**src/rtl/io_win_pkg.sv**
```systemverilog
// Package: shared widths and the configuration bundle for the I/O window decoder.
// Assumes byte-wide registers and an address that is a whole number of bytes.
package io_win_pkg;
    localparam int unsigned DATA_W     = 8;
    localparam int unsigned IDX_W      = 8;
    localparam int unsigned ADDR_W     = 16;
    localparam int unsigned MASK_W     = 8;
    localparam int unsigned BASE_BYTES = ADDR_W / DATA_W;

    typedef struct packed {
        logic [MASK_W-1:0] mask;     // 1 = address bit is don't-care
        logic [ADDR_W-1:0] base;     // window base address
        logic              clk_off;  // 1 = clock output disabled
    } io_win_cfg_t;
endpackage

```
**src/rtl/io_win_regs.sv**
```systemverilog
// Module: configuration register storage.
// Holds the mask, the base bytes and the clock-disable bit. Each register is written on
// cfg_we when cfg_idx equals its index. Reset is synchronous and active low. Assumes the
// base bytes occupy consecutive indices starting at IDX_BASE_LO.
module io_win_regs
    import io_win_pkg::*;
#(
    parameter logic [IDX_W-1:0] IDX_MASK    = 8'h3F,
    parameter logic [IDX_W-1:0] IDX_BASE_LO = 8'h40,
    parameter logic [IDX_W-1:0] IDX_CTRL    = 8'h50
) (
    input  logic              clk,
    input  logic              rst_n,
    input  logic              we,
    input  logic [IDX_W-1:0]  idx,
    input  logic [DATA_W-1:0] wdata,
    output io_win_cfg_t       cfg
);
    // Mask register: resets to all don't-care.
    always_ff @(posedge clk) begin
        if (!rst_n)
            cfg.mask <= '1;
        else if (we && idx == IDX_MASK)
            cfg.mask <= wdata[MASK_W-1:0];
    end

    // One byte register per base byte, at consecutive indices.
    for (genvar b = 0; b < BASE_BYTES; b++) begin : g_base
        localparam logic [IDX_W-1:0] MY_IDX = IDX_BASE_LO + IDX_W'(b);
        // Base byte b: cleared on reset, loaded on a matching write.
        always_ff @(posedge clk) begin
            if (!rst_n)
                cfg.base[b*DATA_W +: DATA_W] <= '0;
            else if (we && idx == MY_IDX)
                cfg.base[b*DATA_W +: DATA_W] <= wdata;
        end
    end

    // Clock-disable bit: only bit 0 of the control byte is stored.
    always_ff @(posedge clk) begin
        if (!rst_n)
            cfg.clk_off <= 1'b0;
        else if (we && idx == IDX_CTRL)
            cfg.clk_off <= wdata[0];
    end
endmodule

```
**src/rtl/io_win_rdmux.sv**
```systemverilog
// Module: combinational readback multiplexer.
// Returns the selected register. Reserved control bits and unknown indices read as zero.
module io_win_rdmux
    import io_win_pkg::*;
#(
    parameter logic [IDX_W-1:0] IDX_MASK    = 8'h3F,
    parameter logic [IDX_W-1:0] IDX_BASE_LO = 8'h40,
    parameter logic [IDX_W-1:0] IDX_CTRL    = 8'h50
) (
    input  logic [IDX_W-1:0]  idx,
    input  io_win_cfg_t       cfg,
    output logic [DATA_W-1:0] rdata
);
    // Select the addressed register, default zero.
    always_comb begin
        rdata = '0;
        if (idx == IDX_MASK)
            rdata[MASK_W-1:0] = cfg.mask;
        for (int b = 0; b < BASE_BYTES; b++) begin
            if (idx == IDX_BASE_LO + IDX_W'(b))
                rdata = cfg.base[b*DATA_W +: DATA_W];
        end
        if (idx == IDX_CTRL)
            rdata[0] = cfg.clk_off;
    end
endmodule

```
**src/rtl/io_win_match.sv**
```systemverilog
// Module: masked address comparator.
// Bits below MASK_W are compared only where the mask bit is 0. Bits at and above MASK_W
// are always compared. Purely combinational.
module io_win_match
    import io_win_pkg::*;
(
    input  logic              valid,
    input  logic [ADDR_W-1:0] addr,
    input  logic [ADDR_W-1:0] base,
    input  logic [MASK_W-1:0] mask,
    output logic              hit
);
    logic [ADDR_W-1:0] care;
    logic [ADDR_W-1:0] diff;

    // Build the per-bit "must match" vector; the upper bits have no mask.
    for (genvar i = 0; i < ADDR_W; i++) begin : g_care
        if (i < MASK_W) begin : g_maskable
            assign care[i] = ~mask[i];
        end else begin : g_fixed
            assign care[i] = 1'b1;
        end
    end

    // Differing bits that matter.
    assign diff = (addr ^ base) & care;

    // Hit only on a live cycle with no relevant difference.
    assign hit = valid && (diff == '0);
endmodule

```
**src/rtl/io_window_decoder.sv**
```systemverilog
// Module: top of the maskable I/O address window decoder.
// Ties the register file, the readback mux and the comparator together, and drives
// the clock-gate enable. Assumes a byte-wide index/data configuration port.
module io_window_decoder
    import io_win_pkg::*;
#(
    parameter logic [IDX_W-1:0] IDX_MASK    = 8'h3F,
    parameter logic [IDX_W-1:0] IDX_BASE_LO = 8'h40,
    parameter logic [IDX_W-1:0] IDX_CTRL    = 8'h50
) (
    input  logic              clk,
    input  logic              rst_n,
    input  logic              cfg_we,
    input  logic [IDX_W-1:0]  cfg_idx,
    input  logic [DATA_W-1:0] cfg_wdata,
    output logic [DATA_W-1:0] cfg_rdata,
    input  logic              io_valid,
    input  logic [ADDR_W-1:0] io_addr,
    output logic              io_hit,
    output logic              clk_out_en
);
    io_win_cfg_t cfg_q;

    io_win_regs #(
        .IDX_MASK(IDX_MASK), .IDX_BASE_LO(IDX_BASE_LO), .IDX_CTRL(IDX_CTRL)
    ) u_regs (
        .clk(clk), .rst_n(rst_n), .we(cfg_we), .idx(cfg_idx),
        .wdata(cfg_wdata), .cfg(cfg_q)
    );

    io_win_rdmux #(
        .IDX_MASK(IDX_MASK), .IDX_BASE_LO(IDX_BASE_LO), .IDX_CTRL(IDX_CTRL)
    ) u_rdmux (
        .idx(cfg_idx), .cfg(cfg_q), .rdata(cfg_rdata)
    );

    io_win_match u_match (
        .valid(io_valid), .addr(io_addr), .base(cfg_q.base),
        .mask(cfg_q.mask), .hit(io_hit)
    );

    // Clock gate enable is the inverse of the stored disable bit.
    assign clk_out_en = ~cfg_q.clk_off;
endmodule

```
**config.mk**
```make
export PLATFORM = sky130hd
export DESIGN_NAME = io_window_decoder
export DESIGN_NICKNAME = d
export VERILOG_FILES = /design/src/rtl/io_win_pkg.sv /design/src/rtl/io_win_regs.sv /design/src/rtl/io_win_rdmux.sv /design/src/rtl/io_win_match.sv /design/src/rtl/io_window_decoder.sv
export SDC_FILE = /design/constraint.sdc
export NUM_CORES = 1
export LEC_CHECK = 0
export BUFFER_PORTS_ARGS = -buffer_cell sky130_fd_sc_hd__clkbuf_2
export CORE_ASPECT_RATIO = 0.75
export CORE_MARGIN = 4
export CORE_UTILIZATION = 33
export DETAILED_ROUTE_END_ITERATION = 10
export GPL_ROUTABILITY_DRIVEN = 0
export PLACE_DENSITY_LB_ADDON = 0.1
export RECOVER_POWER = 25
export SYNTH_ARGS = -nofsm -noshare
export SYNTH_HDL_FRONTEND = slang
export SYNTH_SLANG_ARGS = --single-unit
```
**constraint.sdc**
```tcl
create_clock -name clk -period 2 [get_ports clk]
set_input_delay 0.3 -clock clk [delete_from_list [all_inputs] [get_ports clk]]
set_output_delay 0.3 -clock clk [all_outputs]
set_load 0.01 [all_outputs]
```
# == Yosys cells after proc, flatten, opt, wreduce, memory -nomap -nowiden ==
# Cells that the tools add are included.
# totals
register_bits,25
in_bits,36
# op_classes
eq_ne,4
n_mux,4
n_bitwise,11
n_reduce_logical,6
# ops
operator,count
"8-bit by 7-bit == test with 1-bit output, second input constant",3
8-bit 2-to-1 mux,3
16-bit AND,1
16-bit logical NOT,1
16-bit XOR,1
1-bit inverter,9
"8-bit by 6-bit == test with 1-bit output, second input constant",1
1-bit logical AND,5
1-bit 2-to-1 mux,1

# == Longest topological paths before layout ==
# Gate-level depths: netlist (run 1).
# logic_depth
ltp_word,5
mapped_depth,5
ltp_nobuf,4

# == By module ==
# From an unflattened synthesis (run 1), not the netlist that was laid out.
# unflattened
cells_unflattened,183
hier_area_um2,1567.8
# modules_own_cells
module,n_inst,cells_per_inst,area_each_um2
io_win_regs,1,117,1089.8
io_win_rdmux,1,40,274.0
io_win_match,1,25,200.2
io_window_decoder,1,1,3.8

# == Worst setup path after synthesis (run 1) ==
# OpenSTA, ideal clock, no wires.
# synth_path
kind,input -> output
start,input cfg_idx[7]
end,output cfg_rdata[5]
arrival_ps,1501
setup_slack_ps,199
cell_stages,5
path_buffers,1
cell_sequence,nand4b_1 nor3_1 buf_2 nand2_1 a2bb2oi_1
# synth_via
elab_chain_cells,4
# synth_rtl
element,line_no,source
from (decl),io_window_decoder.sv:14,"input logic [IDX_W-1:0] cfg_idx,"
8-bit by 6-bit == test with 1-bit output,io_win_rdmux.sv:17,if (idx == IDX_MASK)
8-bit 2-to-1 mux,io_win_rdmux.sv:17,
8-bit 2-to-1 mux,io_win_rdmux.sv:20,if (idx == IDX_BASE_LO + IDX_W'(b))
8-bit 2-to-1 mux *,io_win_rdmux.sv:20,
to (decl),io_window_decoder.sv:16,"output logic [DATA_W-1:0] cfg_rdata,"
# Every way passes the cells marked *; elsewhere a longest branch is shown, timed or not.

# == Worst setup path in the final report (run 1) ==
# layout_path
start,input cfg_idx[1]
end,output cfg_rdata[6]
# The elaborated chain is that of the path after synthesis.

==> flow_metrics.env, run 1 <==
export IMPL_run_status="finished, violations left"
export IMPL_failing_checks="setup timing"
export IMPL_worst_clock_skew_ns=0
export IMPL_ctsHoldBuffers=0
export IMPL_min_delay_path_class="in -> reg"
export IMPL_leakagePower_nw=0.878
export IMPL_flow_area_growth_from_synthesis_pct=37.3
export IMPL_final_layout_size_suffix_gt1_frac=0.379
export IMPL_synth_flop_cell="dfxtp_1"
export IMPL_ys_ff_latch=25
export IMPL_grt_pass1_wl_mm=6.70
export IMPL_yosys_cell_types_count=32
export IMPL_whs_ns=0.273
export IMPL_post_route_drc_count=0
export IMPL_design_die_area_um2=5340
export IMPL_period_needed_ns=2.01
export IMPL_biggestRegsByFlops="u_regs.cfg: 25 flops"
export IMPL_port_buffer_count=45
export IMPL_post_drt_via_cell_ratio=5.06
export IMPL_placed_cells=272
export IMPL_timing_max_cap_violations=0
export IMPL_report_final_hold_viol_count=0
export IMPL_largest_register_ffs=25
export IMPL_worst_setup_path_start_kind="input port"
export IMPL_cts_sinks=25
export IMPL_postSynthCellCount=169
export IMPL_finalWirelength_mm=4.20
export IMPL_synth_top_cells_by_count="nand2_1 (41), dfxtp_1 (25), mux2i_1 (17), nand3_1 (17), xnor2_1 (12)"
export IMPL_postPlaceCellArea_um2=1730
export IMPL_synth_largest_area_cell="dfxtp_1"
export IMPL_endpoint_arrival_time_on_the_critical_path_ns=1.71
export IMPL_post_synth_cell_area_avg_um2=8.25
export IMPL_hpwl_mm=3.08
export IMPL_pwr_dens_nw_per_um2=486
export IMPL_synthesis_yosys_warnings=0
export IMPL_synth_async_reset_ratio=0
export IMPL_die_h_um=64.3
export IMPL_clock_transition_at_the_register_clock_pins_on_the_worst_setup_and_hold_paths_after_cts_ns=0.10
export IMPL_clock_insertion_delay_worst_skew_ns=0.27
export IMPL_report_final_setup_viol=4
export IMPL_grt_overflow=0
export IMPL_worst_path_max_fanout=4
export IMPL_routed_wire_length_per_instance_um=15.1
export IMPL_grt_setup_unrepaired="yes"
export IMPL_max_clock_path_buffers=2
export IMPL_timing_setup_tns_ns=-0.0260
export IMPL_postLayoutSetupSlackWorst_ns=-0.00777
export IMPL_final_max_slew_violation_count=0
export IMPL_postLayoutCoreUtil=0.472
export IMPL_antenna_found_initial=0
export IMPL_power_total_mw=0.931
export IMPL_worstSetupPathType="in -> out"
export IMPL_top_level_ports=46
export IMPL_synthDominantCellAreaShare=0.359
export IMPL_synth_net_count=205
export IMPL_drt_first_pass_iters=4
export IMPL_max_clock_freq_mhz=498
export IMPL_timing_final_crit_share=1.00
export IMPL_detailedRoute_firstIterationViolations=71
export IMPL_std_cell_core_area_um2=4050
export IMPL_drtAntennaViolNets=0
export IMPL_power_ir_vdd_worst_mv=0.407
export IMPL_synth_cell_area_um2=1390
export IMPL_largest_register="u_regs.cfg"
export IMPL_initial_core_util=0.344
export IMPL_place_worst_setup_slack_ns=-0.0341
export IMPL_grt_pass1_vias=1351
export IMPL_timing_critical_path_required_ns=1.70
export IMPL_synth_edf_count=0
export IMPL_rel_slew_slack=0.560
export IMPL_cts_tree="built"
export IMPL_pin_count_of_the_biggest_net_entering_global_routing=34
export IMPL_finalNonFillerCells=279
export IMPL_n_antenna_cell=0
export IMPL_synth_most_common_cell="nand2_1"
export IMPL_clk_root_buffer_cell="clkbuf_8"
export IMPL_vias=1412
export IMPL_die_width_um=83.0
export IMPL_final_cell_area_um2=1910
export IMPL_cts_made_buffers=3
export IMPL_synthTopCellsByArea="dfxtp_1 (36%), mux2i_1 (12%), nand2_1 (11%), xnor2_1 (7.5%), nand3_1 (6.1%)"
export IMPL_core_rowCount=20
export IMPL_worstSetupEndpointType="output port"
export IMPL_synth_seq_area_share=0.359
export IMPL_cts_htree_levels=1
export IMPL_layout_nets=261
export IMPL_track_usage=0.157
export IMPL_tightest_slew_ns=0.660
## report_power, final
part / switching [mW] / internal, mW / total, mW
Clock: 0.175 / 0.141 / 0.316
Sequential: 0.000762 / 0.498 / 0.499
Combinational: 0.0612 / 0.0546 / 0.116
## logic make-up after synthesis
group	count (synthesis)	synth area share
buffers and inverters	12	0.0422
and+or+nand+nor	78	0.272
DFF	25	0.359
AOI/OAI and AO/OA	21	0.104
muxes	17	0.122
xor gates and xnor gates	16	0.101
## final timing paths
path | slack [ns] | start | depth (start not counted) | endpoint
hold reg to reg | 0.49 | u_regs.cfg[3] | 2 | u_regs.cfg[3]
setup / recovery | -0.008 | cfg_idx[1] | 8 | cfg_rdata[6]
setup reg to reg | 1.26 | u_regs.cfg[1] | 3 | u_regs.cfg[1]
hold / removal | 0.27 | cfg_wdata[6] | 3 | u_regs.cfg[23]
## layout make-up
class	count	area (µm²)
Clock buffer	3	41.3
Clock inverter	1	7.51
Fill cell	421	2140
Inverter	2	7.51
Multi-Input combinational cell	132	915
Sequential cell	25	507
Tap cell	55	68.8
Timing Repair Buffer	61	368
## per-layer routing
| layer | wire [µm] | global-route usage | vias to the layer above |
|---|---|---|---|
| li1 | - | - | 696 |
| met1 | 2040 | 0.219 | 687 |
| met2 | 1940 | 0.255 | 27 |
| met3 | 201 | 0.0412 | 2 |
| met4 | 13 | 0.0143 | 0 |
| met5 | 0 | 0 | - |
## worst max-delay path: stages
cell and delay [ns]:
buf_6 0.09, or4_4 0.55, nor3_4 0.17, buf_6 0.14, nand2_4 0.05, buf_6 0.13
a2bb2oi_2 0.12, buf_2 0.14
## repair_timing
item	4_1_cts	5_1_grt
gates resized for setup	10	23
endpoints found under the setup margin	6	9
buffers inserted	2	1
pin swaps	7	1
## cells in the final DEF, fill, tap and decap left out, types with 2 or more instances in the layout
master,synthesis,routed
a2bb2oi_1,7,4
a2bb2oi_2,0,3
buf_2,2,5
buf_4,1,11
buf_6,1,6
clkbuf_1,6,2
clkbuf_2,0,37
clkbuf_8,0,3
dfxtp_1,25,20
dfxtp_2,0,5
inv_1,2,2
mux2i_1,17,17
nand2_1,41,40
nand3_1,17,17
nand3b_1,2,2
nor2_1,3,2
nor3_1,3,2
o21ai_0,7,5
o21ai_2,0,2
o22ai_1,3,2
or4_4,1,2
xnor2_1,12,9
xnor2_2,0,3
xor2_1,4,4
(Power assumes the default switching activity.)
==> run 2, diff against run 1 <==
--- a/config.mk
+++ b/config.mk
@@ -15,4 +15,5 @@
 export RECOVER_POWER = 25
 export SYNTH_ARGS = -nofsm -noshare
 export SYNTH_HDL_FRONTEND = slang
+export SYNTH_HIERARCHICAL = 1
 export SYNTH_SLANG_ARGS = --single-unit
==> run 2 against run 1 <==
Against the previous run:
- the run now ends clean
- largest power group unchanged
- setup slack better by 0.034 ns
- hold slack better by 0.023 ns
- synthesized area is 12% higher
- total power is 0.50% higher
- final cell count is 6.1% higher
- non-clock buffer count is 2 higher
- global-route usage hardly changed
- sequential cell count stayed put
- critical path type is now reg -> out
==> flow_metrics.env, run 2 <==
export IMPL_net_switching_power_mw=0.234
export IMPL_power_total_mw=0.936
export IMPL_nFillCells=469
export IMPL_endpoint_arrival_time_on_the_critical_path_ns=1.67
export IMPL_std_cell_core_area_um2=4520
export IMPL_r2r_end="u_regs/cfg[5]"
export IMPL_track_usage=0.158
export IMPL_rel_slew_slack=0.600
export IMPL_synth_flop_cell="dfxtp_1"
export IMPL_worst_setup_path_start_kind="register"
export IMPL_ys_ff_latch=25
export IMPL_grt_pass1_vias=1363
export IMPL_ff2ff_setup_slack_ns=1.30
export IMPL_max_clock_freq_mhz=507
export IMPL_top_level_ports=46
export IMPL_detailedRoute_firstIterationViolations=49
export IMPL_n_antenna_cell=0
export IMPL_final_max_slew_violation_count=0
export IMPL_cts_htree_levels=1
export IMPL_worstSetupPathType="reg -> out"
export IMPL_seq_power_share=0.533
export IMPL_report_final_setup_viol=0
export IMPL_port_buffer_count=45
export IMPL_synth_async_reset_ratio=0
export IMPL_timing_max_cap_violations=0
export IMPL_clock_insertion_delay_worst_skew_ns=0.27
export IMPL_postPlaceCellArea_um2=1930
export IMPL_cts_made_buffers=3
export IMPL_largest_register_ffs=25
export IMPL_die_h_um=67.7
export IMPL_yosys_cell_types_count=32
export IMPL_timing_critical_path_required_ns=1.70
export IMPL_r2r_cells=3
export IMPL_design_die_area_um2=5930
export IMPL_power_clock_fraction=0.320
export IMPL_routed_wire_length_per_instance_um=15.0
export IMPL_worstSetupEndpointType="output port"
export IMPL_clk_root_buffer_cell="clkbuf_8"
export IMPL_timing_critical_path_slowest_cell_delay_ns=0.53
export IMPL_endpoint="io_hit"
export IMPL_timing_rr_start="u_regs/cfg[5]"
export IMPL_clock_transition_at_the_register_clock_pins_on_the_worst_setup_and_hold_paths_after_cts_ns=0.09
export IMPL_worst_path_max_fanout=3
export IMPL_most_frequent_standard_cell_in_the_layout_excluding_fill_and_tap_cells="clkbuf_2"
export IMPL_synth_net_count=219
export IMPL_initial_core_util=0.347
export IMPL_max_clock_path_buffers=2
export IMPL_synth_largest_area_cell="dfxtp_1"
export IMPL_synth_edf_count=0
export IMPL_critical_path_cell_chain="xnor2_2 > o22ai_1 > or4_4 > nor3_2 > buf_2"
export IMPL_period_needed_ns=1.97
export IMPL_crit_start="u_regs/cfg[8]"
export IMPL_post_synth_cell_area_avg_um2=8.57
export IMPL_synth_top_cells_by_count="nand2_1 (26), dfxtp_1 (25), inv_1 (19), mux2i_1 (17), xnor2_1 (12)"
export IMPL_report_final_hold_viol_count=0
export IMPL_cts_sinks=25
export IMPL_post_route_drc_count=0
export IMPL_min_delay_path_class="in -> reg"
export IMPL_power_ir_vdd_worst_mv=0.331
export IMPL_postSynthCellCount=183
export IMPL_grt_setup_unrepaired="yes"
export IMPL_pwr_share_comb=0.147
export IMPL_critical_path_cell_count=5
export IMPL_antenna_found_initial=0
export IMPL_tightest_slew_ns=0.601
export IMPL_core_rowCount=21
export IMPL_ctsHoldBuffers=0
export IMPL_path_delay_family="simple AND/OR/NAND/NOR gates"
export IMPL_final_layout_size_suffix_gt1_frac=0.351
export IMPL_final_cell_area_um2=2040
export IMPL_layout_nets=276
export IMPL_synth_seq_area_share=0.319
export IMPL_grt_pass1_wl_mm=7.20
export IMPL_hpwl_mm=3.49
export IMPL_pwr_dens_nw_per_um2=459
export IMPL_grt_overflow=0
export IMPL_leakagePower_nw=0.858
export IMPL_commonest_cells_after_routing_fill_and_taps_aside="clkbuf_2 (41), nand2_1 (26), inv_1 (19)"
export IMPL_critPathBufInv=1
export IMPL_synth_most_common_cell="nand2_1"
export IMPL_postLayoutCoreUtil=0.451
export IMPL_synthesis_yosys_warnings=6
export IMPL_switching_share=0.250
export IMPL_die_width_um=87.6
export IMPL_biggestRegsByFlops="u_regs/cfg: 25 flops"
export IMPL_finalWirelength_mm=4.45
export IMPL_drt_first_pass_iters=4
export IMPL_synthDominantCellAreaShare=0.319
export IMPL_cts_tree="built"
export IMPL_vias=1477
export IMPL_internal_power_mw=0.702
export IMPL_pin_count_of_the_biggest_net_entering_global_routing=27
export IMPL_post_drt_via_cell_ratio=4.99
export IMPL_largest_register="u_regs/cfg"
export IMPL_critical_path_slowest_cell="or4_4"
export IMPL_flow_area_growth_from_synthesis_pct=29.9
export IMPL_drtAntennaViolNets=0
export IMPL_run_status="complete, no violations"
export IMPL_whs_ns=0.297
export IMPL_synth_cell_area_um2=1570
export IMPL_worst_clock_skew_ns=0
export IMPL_timing_final_crit_share=0.987
export IMPL_synthTopCellsByArea="dfxtp_1 (32%), mux2i_1 (11%), xnor2_1 (6.7%), nand2_1 (6.2%), inv_1 (4.5%)"
-- run 2: cell type report --
class / instances / area (µm²) / share of cell area
Sequential cell: 25 / 509 / 0.250
Multi-Input combinational cell: 128 / 970 / 0.476
Timing Repair Buffer: 63 / 370 / 0.182
Inverter: 19 / 71.3 / 0.0350
Clock buffer: 4 / 45.0 / 0.0221
Tap cell: 57 / 71.3 / 0.0350
-- run 2: what timing repair did --
action,4_1_cts,5_1_grt
gates resized for setup,5,9
pin swaps,7,4
setup endpoints to repair,7,2
buffers inserted,3,0
-- run 2: worst min path at each step --
stage                             start            end  slack [ns]  depth (start not counted)
final                      cfg_wdata[1]  u_regs/cfg[2]        0.30                          3
after global routing       cfg_wdata[5]  u_regs/cfg[6]        0.30                          3
after CTS                  cfg_wdata[1]  u_regs/cfg[2]        0.29                          3
after detailed placement  u_regs/cfg[0]  u_regs/cfg[0]        0.48                          2
after global placement    u_regs/cfg[0]  u_regs/cfg[0]        0.47                          2
after floorplan           u_regs/cfg[0]  u_regs/cfg[0]        0.45                          2
-- run 2: metrics by stage --
stage / TNS (ns) / setup slack [ns] / std cells
6_report: 0 / 0.0262 / 296
5_1_grt: -0.0285 / -0.0285 / 296
4_1_cts: -0.00509 / -0.00509 / 296
3_5_place_dp: -0.0572 / -0.0170 / 289
3_3_place_gp: 0 / 0.00334 / 289
2_1_floorplan: 0 / 0.161 / 183
-- run 2: layer usage --
metal / track usage / wire [µm] / share of wire / up-vias
met3: 0.0366 / 288 / 0.065 / 2
met1: 0.240 / 2350 / 0.53 / 667
met4: 0.0230 / 17 / 0.0038 / 0
li1: - / - / - / 769
met5: 0 / 0 / 0 / -
met2: 0.228 / 1800 / 0.40 / 39
-- run 2: cell families (layout without fill, tap and decap cells) --
kind of cell	Yosys count	after routing	synth area share
mux	17	17	0.109
compound gates	21	21	0.113
buf+inv	30	86	0.0822
flops	25	25	0.319
simple gates	74	74	0.287
xor+xnor	16	16	0.0894
-- run 2: tightest hold or removal path, stage by stage --
cell      delay, ns
clkbuf_2       0.09
nand2_1        0.07
mux2i_1        0.06
-- run 2: power by group through the flow --
stage	Clock, mW	Sequential [mW]	Combinational [mW]
finish	0.299	0.499	0.137
global route	0.335	0.499	0.151
global placement	0	0.511	0.135
detailed placement	0	0.511	0.134
CTS	0.309	0.499	0.135
floorplan	0	0.510	0.0619
